**config.mk**
```make
export PLATFORM = sky130hd
export DESIGN_NAME = i2c_irq_regs
export DESIGN_NICKNAME = d
export VERILOG_FILES = /design/src/rtl/i2c_irq_pkg.sv /design/src/rtl/i2c_irq_decode.sv /design/src/rtl/i2c_irq_srcbank.sv /design/src/rtl/i2c_irq_abort.sv /design/src/rtl/i2c_irq_regs.sv
export SDC_FILE = /design/constraint.sdc
export NUM_CORES = 1
export LEC_CHECK = 0
export BUFFER_PORTS_ARGS = -buffer_cell sky130_fd_sc_hd__buf_2
export CAP_MARGIN = 20
export CORE_ASPECT_RATIO = 0.9
export CORE_MARGIN = 2
export CORE_UTILIZATION = 30
export DETAILED_ROUTE_END_ITERATION = 10
export GPL_TIMING_DRIVEN = 0
export PLACE_DENSITY_LB_ADDON = 0.3
export REMOVE_ABC_BUFFERS = 1
export SYNTH_ARGS = -nofsm -noshare
export SYNTH_HDL_FRONTEND = slang
export SYNTH_SLANG_ARGS = --single-unit
export TNS_END_PERCENT = 50
```
**constraint.sdc**
```tcl
create_clock -name clk -period 2.35 [get_ports clk]
set_input_delay 0.47 -clock clk [delete_from_list [all_inputs] [get_ports clk]]
set_output_delay 0.47 -clock clk [all_outputs]
set_load 0.05 [all_outputs]
```
**src/rtl/i2c_irq_pkg.sv**
```systemverilog
package i2c_irq_pkg;

    // Source count and order are fixed by the status bit layout.
    localparam int NUM_SRC      = 12;
    localparam int CAUSE_W      = 13;
    localparam int IDX_TX_ABRT  = 6;

    // Sources that track an input level instead of latching.
    localparam logic [NUM_SRC-1:0] LEVEL_SRCS  = 12'h014;
    localparam logic [NUM_SRC-1:0] STICKY_SRCS = ~LEVEL_SRCS;

    // Abort reasons that exist; the others read zero.
    localparam logic [CAUSE_W-1:0] CAUSE_VALID = 13'h1EBF;

    // Byte offsets of the register map.
    localparam int OFS_STAT     = 'h00;
    localparam int OFS_MASK     = 'h04;
    localparam int OFS_RAW      = 'h08;
    localparam int OFS_CAUSE    = 'h0C;
    localparam int OFS_CLR_ALL  = 'h10;
    localparam int OFS_CLR_BASE = 'h40;
    localparam int OFS_STRIDE   = 4;

    typedef struct packed {
        logic               stat;
        logic               mask;
        logic               raw;
        logic               cause;
        logic               clr_all;
        logic [NUM_SRC-1:0] clr_src;
    } hit_t;

endpackage

```
**src/rtl/i2c_irq_decode.sv**
```systemverilog
module i2c_irq_decode
    import i2c_irq_pkg::*;
#(
    parameter int ADDR_W = 8
) (
    input  logic              bus_sel,
    input  logic              bus_wr,
    input  logic [ADDR_W-1:0] bus_addr,
    output hit_t              hit,
    output logic [NUM_SRC-1:0] clr_vec,
    output logic              clr_cause,
    output logic              mask_we
);

    logic rd;

    always_comb begin
        hit         = '0;
        hit.stat    = (bus_addr == ADDR_W'(OFS_STAT));
        hit.mask    = (bus_addr == ADDR_W'(OFS_MASK));
        hit.raw     = (bus_addr == ADDR_W'(OFS_RAW));
        hit.cause   = (bus_addr == ADDR_W'(OFS_CAUSE));
        hit.clr_all = (bus_addr == ADDR_W'(OFS_CLR_ALL));
        for (int i = 0; i < NUM_SRC; i++) begin
            hit.clr_src[i] = (bus_addr == ADDR_W'(OFS_CLR_BASE + OFS_STRIDE * i));
        end
    end

    assign rd        = bus_sel && !bus_wr;
    assign clr_vec   = rd ? ((hit.clr_src | {NUM_SRC{hit.clr_all}}) & STICKY_SRCS) : '0;
    assign clr_cause = rd && hit.clr_src[IDX_TX_ABRT];
    assign mask_we   = bus_sel && bus_wr && hit.mask;

endmodule

```
**src/rtl/i2c_irq_srcbank.sv**
```systemverilog
module i2c_irq_srcbank
    import i2c_irq_pkg::*;
#(
    parameter logic [NUM_SRC-1:0] LEVEL = LEVEL_SRCS
) (
    input  logic               clk,
    input  logic               rst_n,
    input  logic [NUM_SRC-1:0] set_i,
    input  logic [NUM_SRC-1:0] clr_i,
    output logic [NUM_SRC-1:0] raw_o
);

    typedef struct packed {
        logic [NUM_SRC-1:0] raw;
    } st_t;

    st_t                st_d, st_q;
    logic [NUM_SRC-1:0] raw_nx;
    logic               unused_clr;

    assign unused_clr = ^(clr_i & LEVEL);

    for (genvar g = 0; g < NUM_SRC; g++) begin : g_bit
        if (LEVEL[g]) begin : g_level
            assign raw_nx[g] = set_i[g];
        end else begin : g_sticky
            // set has priority over a same-cycle clear
            assign raw_nx[g] = set_i[g] | (st_q.raw[g] & ~clr_i[g]);
        end
    end

    always_comb begin
        st_d     = st_q;
        st_d.raw = raw_nx;
    end

    always_ff @(posedge clk or negedge rst_n) begin
        if (!rst_n) st_q <= '0;
        else        st_q <= st_d;
    end

    assign raw_o = st_q.raw;

endmodule

```
**src/rtl/i2c_irq_abort.sv**
```systemverilog
module i2c_irq_abort
    import i2c_irq_pkg::*;
#(
    parameter logic [CAUSE_W-1:0] VALID = CAUSE_VALID
) (
    input  logic               clk,
    input  logic               rst_n,
    input  logic [CAUSE_W-1:0] cause_i,
    input  logic               clr_i,
    output logic [CAUSE_W-1:0] cause_o,
    output logic               any_o
);

    typedef struct packed {
        logic [CAUSE_W-1:0] cause;
    } st_t;

    st_t                st_d, st_q;
    logic [CAUSE_W-1:0] fresh;

    assign fresh = cause_i & VALID;

    always_comb begin
        st_d       = st_q;
        st_d.cause = (clr_i ? '0 : st_q.cause) | fresh;
    end

    always_ff @(posedge clk or negedge rst_n) begin
        if (!rst_n) st_q <= '0;
        else        st_q <= st_d;
    end

    assign cause_o = st_q.cause;
    assign any_o   = |fresh;

endmodule

```
**src/rtl/i2c_irq_regs.sv**
```systemverilog
module i2c_irq_regs
    import i2c_irq_pkg::*;
#(
    parameter int ADDR_W = 8,
    parameter int DATA_W = 32
) (
    input  logic               clk,
    input  logic               rst_n,
    input  logic [NUM_SRC-1:0] evt_i,
    input  logic [CAUSE_W-1:0] abrt_cause_i,
    input  logic               bus_sel,
    input  logic               bus_wr,
    input  logic [ADDR_W-1:0]  bus_addr,
    input  logic [DATA_W-1:0]  bus_wdata,
    output logic [DATA_W-1:0]  bus_rdata,
    output logic               irq_o
);

    localparam logic [NUM_SRC-1:0] ABRT_BIT = NUM_SRC'(1) << IDX_TX_ABRT;

    typedef struct packed {
        logic [NUM_SRC-1:0] mask;
    } st_t;

    st_t                st_d, st_q;
    hit_t               hit;
    logic [NUM_SRC-1:0] clr_src;
    logic               clr_abrt;
    logic               mask_we;
    logic [NUM_SRC-1:0] set_vec;
    logic [NUM_SRC-1:0] raw_q;
    logic [NUM_SRC-1:0] mask_q;
    logic [CAUSE_W-1:0] abrt_q;
    logic               cause_any;
    logic               unused_wdata;

    assign unused_wdata = ^bus_wdata[DATA_W-1:NUM_SRC];

    i2c_irq_decode #(.ADDR_W(ADDR_W)) i_decode (
        .bus_sel   (bus_sel),
        .bus_wr    (bus_wr),
        .bus_addr  (bus_addr),
        .hit       (hit),
        .clr_vec   (clr_src),
        .clr_cause (clr_abrt),
        .mask_we   (mask_we)
    );

    assign set_vec = evt_i | (cause_any ? ABRT_BIT : '0);

    i2c_irq_srcbank #(.LEVEL(LEVEL_SRCS)) i_srcbank (
        .clk   (clk),
        .rst_n (rst_n),
        .set_i (set_vec),
        .clr_i (clr_src),
        .raw_o (raw_q)
    );

    i2c_irq_abort #(.VALID(CAUSE_VALID)) i_abort (
        .clk     (clk),
        .rst_n   (rst_n),
        .cause_i (abrt_cause_i),
        .clr_i   (clr_abrt),
        .cause_o (abrt_q),
        .any_o   (cause_any)
    );

    always_comb begin
        st_d = st_q;
        if (mask_we) st_d.mask = bus_wdata[NUM_SRC-1:0];
    end

    always_ff @(posedge clk or negedge rst_n) begin
        if (!rst_n) st_q <= '0;
        else        st_q <= st_d;
    end

    assign mask_q = st_q.mask;
    assign irq_o  = |(raw_q & mask_q);

    always_comb begin
        bus_rdata = '0;
        if (hit.stat)         bus_rdata[NUM_SRC-1:0] = raw_q & mask_q;
        else if (hit.mask)    bus_rdata[NUM_SRC-1:0] = mask_q;
        else if (hit.raw)     bus_rdata[NUM_SRC-1:0] = raw_q;
        else if (hit.cause)   bus_rdata[CAUSE_W-1:0] = abrt_q;
        else if (hit.clr_all) bus_rdata[0]           = |(raw_q & STICKY_SRCS);
        else begin
            for (int i = 0; i < NUM_SRC; i++) begin
                if (hit.clr_src[i]) bus_rdata[0] = raw_q[i];
            end
        end
    end

endmodule

```
After elaboration in Yosys (flattened, before gate mapping)
Index checks and enable logic that the tools add are counted. W data, S select, Z words.

Register bits: 37. Logic and storage cells: 86. Output and inout bits: 33. Bits of input ports: 69.

Muxes and demuxes: 24. Bitwise operators: 34. Equality and inequality tests: 16. Reduce and logical (&&, ||, !) cells: 9.

Operator list (number): $eq A8 B7 Y1 const B (12); $mux W12 (5); $mux W1 (17); $eq A8 B4 Y1 const B (2); $mux W13 (1); $or A13 B13 Y13 (1); $and A12 B12 Y12 (1); $or A12 B12 Y12 (1); $or A12 B7 Y12 (1); $reduce_or A12 Y1 (1); $reduce_or A11 Y1 (1); $and A1 B1 Y1 (10); $not A1 Y1 (10); $or A1 B1 Y1 (10); $reduce_or A10 Y1 (1); $eq A8 B3 Y1 const B (1); $eq A8 B5 Y1 const B (1); $logic_not A8 Y1 (1); $mux W7 (1); $logic_and A1 B1 Y1 (4); $logic_not A1 Y1 (1).

Logic depth before layout (Yosys ltp)
Depth after elaboration: 18. Gate-level depth with buffers: 7. Gate-level depth less buffers: 5.

Hierarchy
From an unflattened synthesis, not the netlist that was laid out.

Cell total of the unflattened synthesis: 281. Area total of the unflattened synthesis: 2412.3 µm².

Modules (own cells, without submodules): i2c_irq_regs (cells an instance 156, seq. area each 300.3 µm², area an instance 1209.9 µm², instances 1); i2c_irq_abort (cells an instance 31, seq. area each 275.3 µm², area an instance 415.4 µm², instances 1); i2c_irq_srcbank (cells an instance 32, seq. area each 300.3 µm², area an instance 412.9 µm², instances 1); i2c_irq_decode (cells an instance 62, seq. area each 0.0 µm², area an instance 374.1 µm², instances 1).

Worst setup path before layout
OpenSTA, ideal clock, no wires.

Path kind: input to output. Start: in bus_addr[5]. End: out bus_rdata[10]. Arrival: 1.970 ns. Setup slack: -0.090 ns. Buffers on the path: 0. Required time: 1.880 ns. Stages: 5. Cells stage by stage: or4_4 > nor2_2 > nand2_1 > a21boi_0 > a221o_1.

Longest elaborated chain between the ends: 5. Elaborated cells between the ends (all ways): 8. Those cells by class: 3 x eq/ne; 4 x mux; 1 x reduce/logical.

Ends and longest elaborated chain: start: declaration (RTL line i2c_irq_regs.sv:13) `input logic [ADDR_W-1:0] bus_addr,`; $eq A8 B4 Y1 (RTL line i2c_irq_decode.sv:22) `hit.cause = (bus_addr == ADDR_W'(OFS_CAUSE));`; $mux W12 (RTL line i2c_irq_regs.sv:86) `else if (hit.cause) bus_rdata[CAUSE_W-1:0] = abrt_q;`; $mux W12 (RTL line i2c_irq_regs.sv:85) `else if (hit.raw) bus_rdata[NUM_SRC-1:0] = raw_q;`; $mux W12 (RTL line i2c_irq_regs.sv:84) `else if (hit.mask) bus_rdata[NUM_SRC-1:0] = mask_q;`; $mux W12 * (RTL line i2c_irq_regs.sv:83) `if (hit.stat) bus_rdata[NUM_SRC-1:0] = raw_q & mask_q;`; end: declaration (RTL line i2c_irq_regs.sv:15) `output logic [DATA_W-1:0] bus_rdata,`.

Mark *: on every way between the ends. The rest lies on a longest branch, timed or not.

Worst setup path after layout
Start: in bus_addr[6]. End: out bus_rdata[0].

Longest elaborated chain between the ends: 18. Elaborated cells between the ends (all ways): 34. Those cells by class: 16 x eq/ne; 17 x mux; 1 x reduce/logical.

Ends and longest elaborated chain: $eq A8 B7 Y1 (RTL line i2c_irq_decode.sv:25) `hit.clr_src[i] = (bus_addr == ADDR_W'(OFS_CLR_BASE + OFS_STRIDE * i));`; $mux W1 (12 in a row) (RTL line i2c_irq_regs.sv:90) `if (hit.clr_src[i]) bus_rdata[0] = raw_q[i];`; $mux W1 (RTL line i2c_irq_regs.sv:87) `else if (hit.clr_all) bus_rdata[0] = |(raw_q & STICKY_SRCS);`; $mux W1 (RTL line i2c_irq_regs.sv:86); $mux W12 (RTL line i2c_irq_regs.sv:85); $mux W12 (RTL line i2c_irq_regs.sv:84); $mux W12 * (RTL line i2c_irq_regs.sv:83).

Marks and branches as above.

==> out/results.ini <==
[status]
violations = negative setup slack
status = finished with violations

[floorplanning]
io_pins = 102
die-area_um2 = 7830
start_util_pct = 30.7
fp.dieH_um = 84.1
die_w_um = 93.0
core-area_um2 = 6970
rows = 29

[sta]
post-route-period-util_pct = 108
setup_violations = 10
hold_viol = 0
slew_headroom_pct = 48.5
final.min_clock_period_ps = 2540
rsz0062_at_grt = true
clock_skew_ps = 0
fmaxAchievable_mhz = 394
slew_viol_final = 0
worstMarginPinSlew_ps = 773
worst_slack_ps = -190

[logic_synthesis]
synth.top_cell.area_share_pct = 40.9
yosysMostFrequentCell = dfrtp_1
syn-cell-area_um2 = 2140
synth_cells = 216
yosysWarnings = 0
seq_area_frac_synth_pct = 40.9
async_reset_ff_share_pct = 100
synth_edf_count = 0
synth_common_cells = dfrtp_1 (35), a21o_1 (21), buf_4 (19)
ys_ff_latch = 35
synth_flop_cell = dfrtp_1
ys_types = 42
synthTopCellsByArea = dfrtp_1 (41%), a21o_1 (7.4%), buf_4 (6.7%), mux2_1 (6.3%), a221o_1 (4.2%)
syn_area_per_cell_um2 = 9.91
yosysTopAreaCell = dfrtp_1

[final_layout]
final_core_util_pct = 42.1
fin_nets = 354
antenna_cells = 0
area_delta_synth_final_pct = 36.9
drive_gt1_share_pct = 36.4

[power]
power.internal_uw = 1010
power_leakage_uw = 0.00124
powerDensity_nw_per_um2 = 481
clockPowerShare_pct = 38.2
p_sw_share_pct = 28.5
power_frac_seq_pct = 43.8
total_power_uw = 1410
combPwrFrac_pct = 18.0
ir_drop_mv = 0.388
switching_power_uw = 402

[clock_tree]
cts_sinks = 35
cts.clk_slew.worst_paths_ps = 80
cts-root-buf = clkbuf_8
cts_htree_levels = 2
postCtsHoldBufs = 0
cts_buffers = 5
worstSkewPairLatency_ps = 290
cts_tree = built
cts_buffer_depth = 2

[worst_setup_path]
critical_path_buf_inv_count = 2
r2r-start = mask_q[1]
crit_path_max_incr_delay_ps = 530
r2r_slack_ps = 1520
path_class = input port to output pin
worst_setup_path_end_kind = output pin
cp_cell_sequence = buf_8 > or4b_4 > or3_4 > o31ai_4 > a2111oi_2 > a211o_1 > buf_6
worstReg2RegEnd = mask_q[1]
crit_family = simple AND/OR/NAND/NOR gates
reg2reg_depth = 1
critical_path_arrival_ps = 2070
cp_slowest_cell = or4b_4
critPathLaunchType = input port
cp_max_fo = 2
required_ps = 1880

[drt]
routedWlPerCell_um = 16.2
ant_nets = 0
drt_wl_total_mm = 6.14
via_per_inst = 5.18
num_vias = 1963
drc = 0
first_pass_iters = 4
drt_iter0_drc = 194

[global_routing]
grt_max_degree = 36
antenna_found_initial = 0
grt_usage_pct = 15.9
grt-ovfl-total = 0
grt_pass1_vias = 1924
grt_pass1_wl_mm = 9.92

[place]
hpwl_mm = 4.23
dp_slack_ps = -715
port_buffers = 60
routabilityCongestion = 0.876

[run]
cap_viol_max_count = 0

[worst_hold_path]
hp-class = input port to async pin

-- kinds of logic (layout without fill, tap and decap cells) --
family / count (synthesis) / in the layout / share of synthesized area [%]
muxes: 13 / 13 / 6.78
DFF: 35 / 35 / 40.9
other: 1 / 19 / 0.175
and+or+nand+nor: 64 / 66 / 17.6
buffers and inverters: 29 / 79 / 8.77
AOI/OAI and AO/OA: 74 / 74 / 25.8
-- worst max-delay path by stage --
stage,startpoint,to,slack [ps],cells past startpoint
4_1_cts,bus_addr[6],bus_rdata[0],-230,7
3_5_place_dp,bus_addr[5],bus_rdata[0],-710,7
5_1_grt,bus_addr[7],bus_rdata[0],-230,7
6_report,bus_addr[6],bus_rdata[0],-190,7
2_1_floorplan,bus_addr[5],bus_rdata[0],-200,5
3_3_place_gp,bus_addr[5],bus_rdata[0],-690,7
-- stage by stage --
| stage | cell area (um2) | setup TNS (ps) | hold slack [ps] | std cells |
|---|---|---|---|---|
| global placement | 2440 | -6400 | 449 | 360 |
| CTS | 2780 | -676 | 281 | 375 |
| floorplan | 2030 | -1290 | 174 | 207 |
| detailed placement | 2440 | -6640 | 458 | 360 |
| finish | 2930 | -562 | 256 | 379 |
| global route | 2930 | -1110 | 280 | 379 |
-- flip-flops by register name, summed over array words and instances, names as in the netlist --
| signal | cells |
|---|---|
| i_abort.cause_o | 11 |
| i_srcbank.raw_o | 12 |
| mask_q | 12 |
-- metal layers --
| layer | GRT usage, % | up-vias | part of all wire [%] |
|---|---|---|---|
| met1 | 22.8 | 953 | 46 |
| met2 | 24.9 | 82 | 47 |
| met3 | 3.14 | 5 | 5.8 |
| li1 | - | 923 | - |
| met5 | 0 | - | 0 |
| met4 | 4.01 | 0 | 0.81 |
-- power groups by stage --
stage | sequential [uW] | combinational, uW | clock [uW]
after CTS | 618 | 233 | 553
after detailed placement | 630 | 213 | 0
final | 618 | 253 | 539
after floorplan | 627 | 130 | 0
after global routing | 619 | 273 | 581
after global placement | 629 | 213 | 0
-- cell usage in the layout, fill, tap and decap left out, types with 2 or more instances in the layout --
cell type   n
a21boi_2    5
o21bai_1    2
inv_1       2
buf_8       3
or4_4       2
conb_1     19
nand3_1     7
a221oi_1    3
clkbuf_8    5
nor4b_1     3
a22o_1      4
nand2_1    12
a21o_1     21
buf_2      41
nor2_4      5
buf_6      15
o22ai_1     4
dfrtp_1    35
nor2b_1     3
buf_4       7
mux2_1     12
nor2_1     11
a221o_1     9
a21boi_1    4
a21oi_1     2
nand4bb_1   2
nand2_2     4
nor4_1      5
o21ai_0    13
buf_12      3
-- repair_timing --
item,4_1_cts,5_1_grt
gates cloned,1,1
setup endpoints to repair,13,13
setup buffers,6,3
gates resized for setup,54,30
pin swaps,24,8
-- final cells by class --
type	count	area (um2)
fill	673	4040
clock buffer	5	68.8
sequential	35	876
inverter	2	7.51
multi-input combinational	172	1290
timing repair buffer	69	532
tap	93	116
clock inverter	3	43.8
No activity file was read; power rests on OpenSTA's default activity.
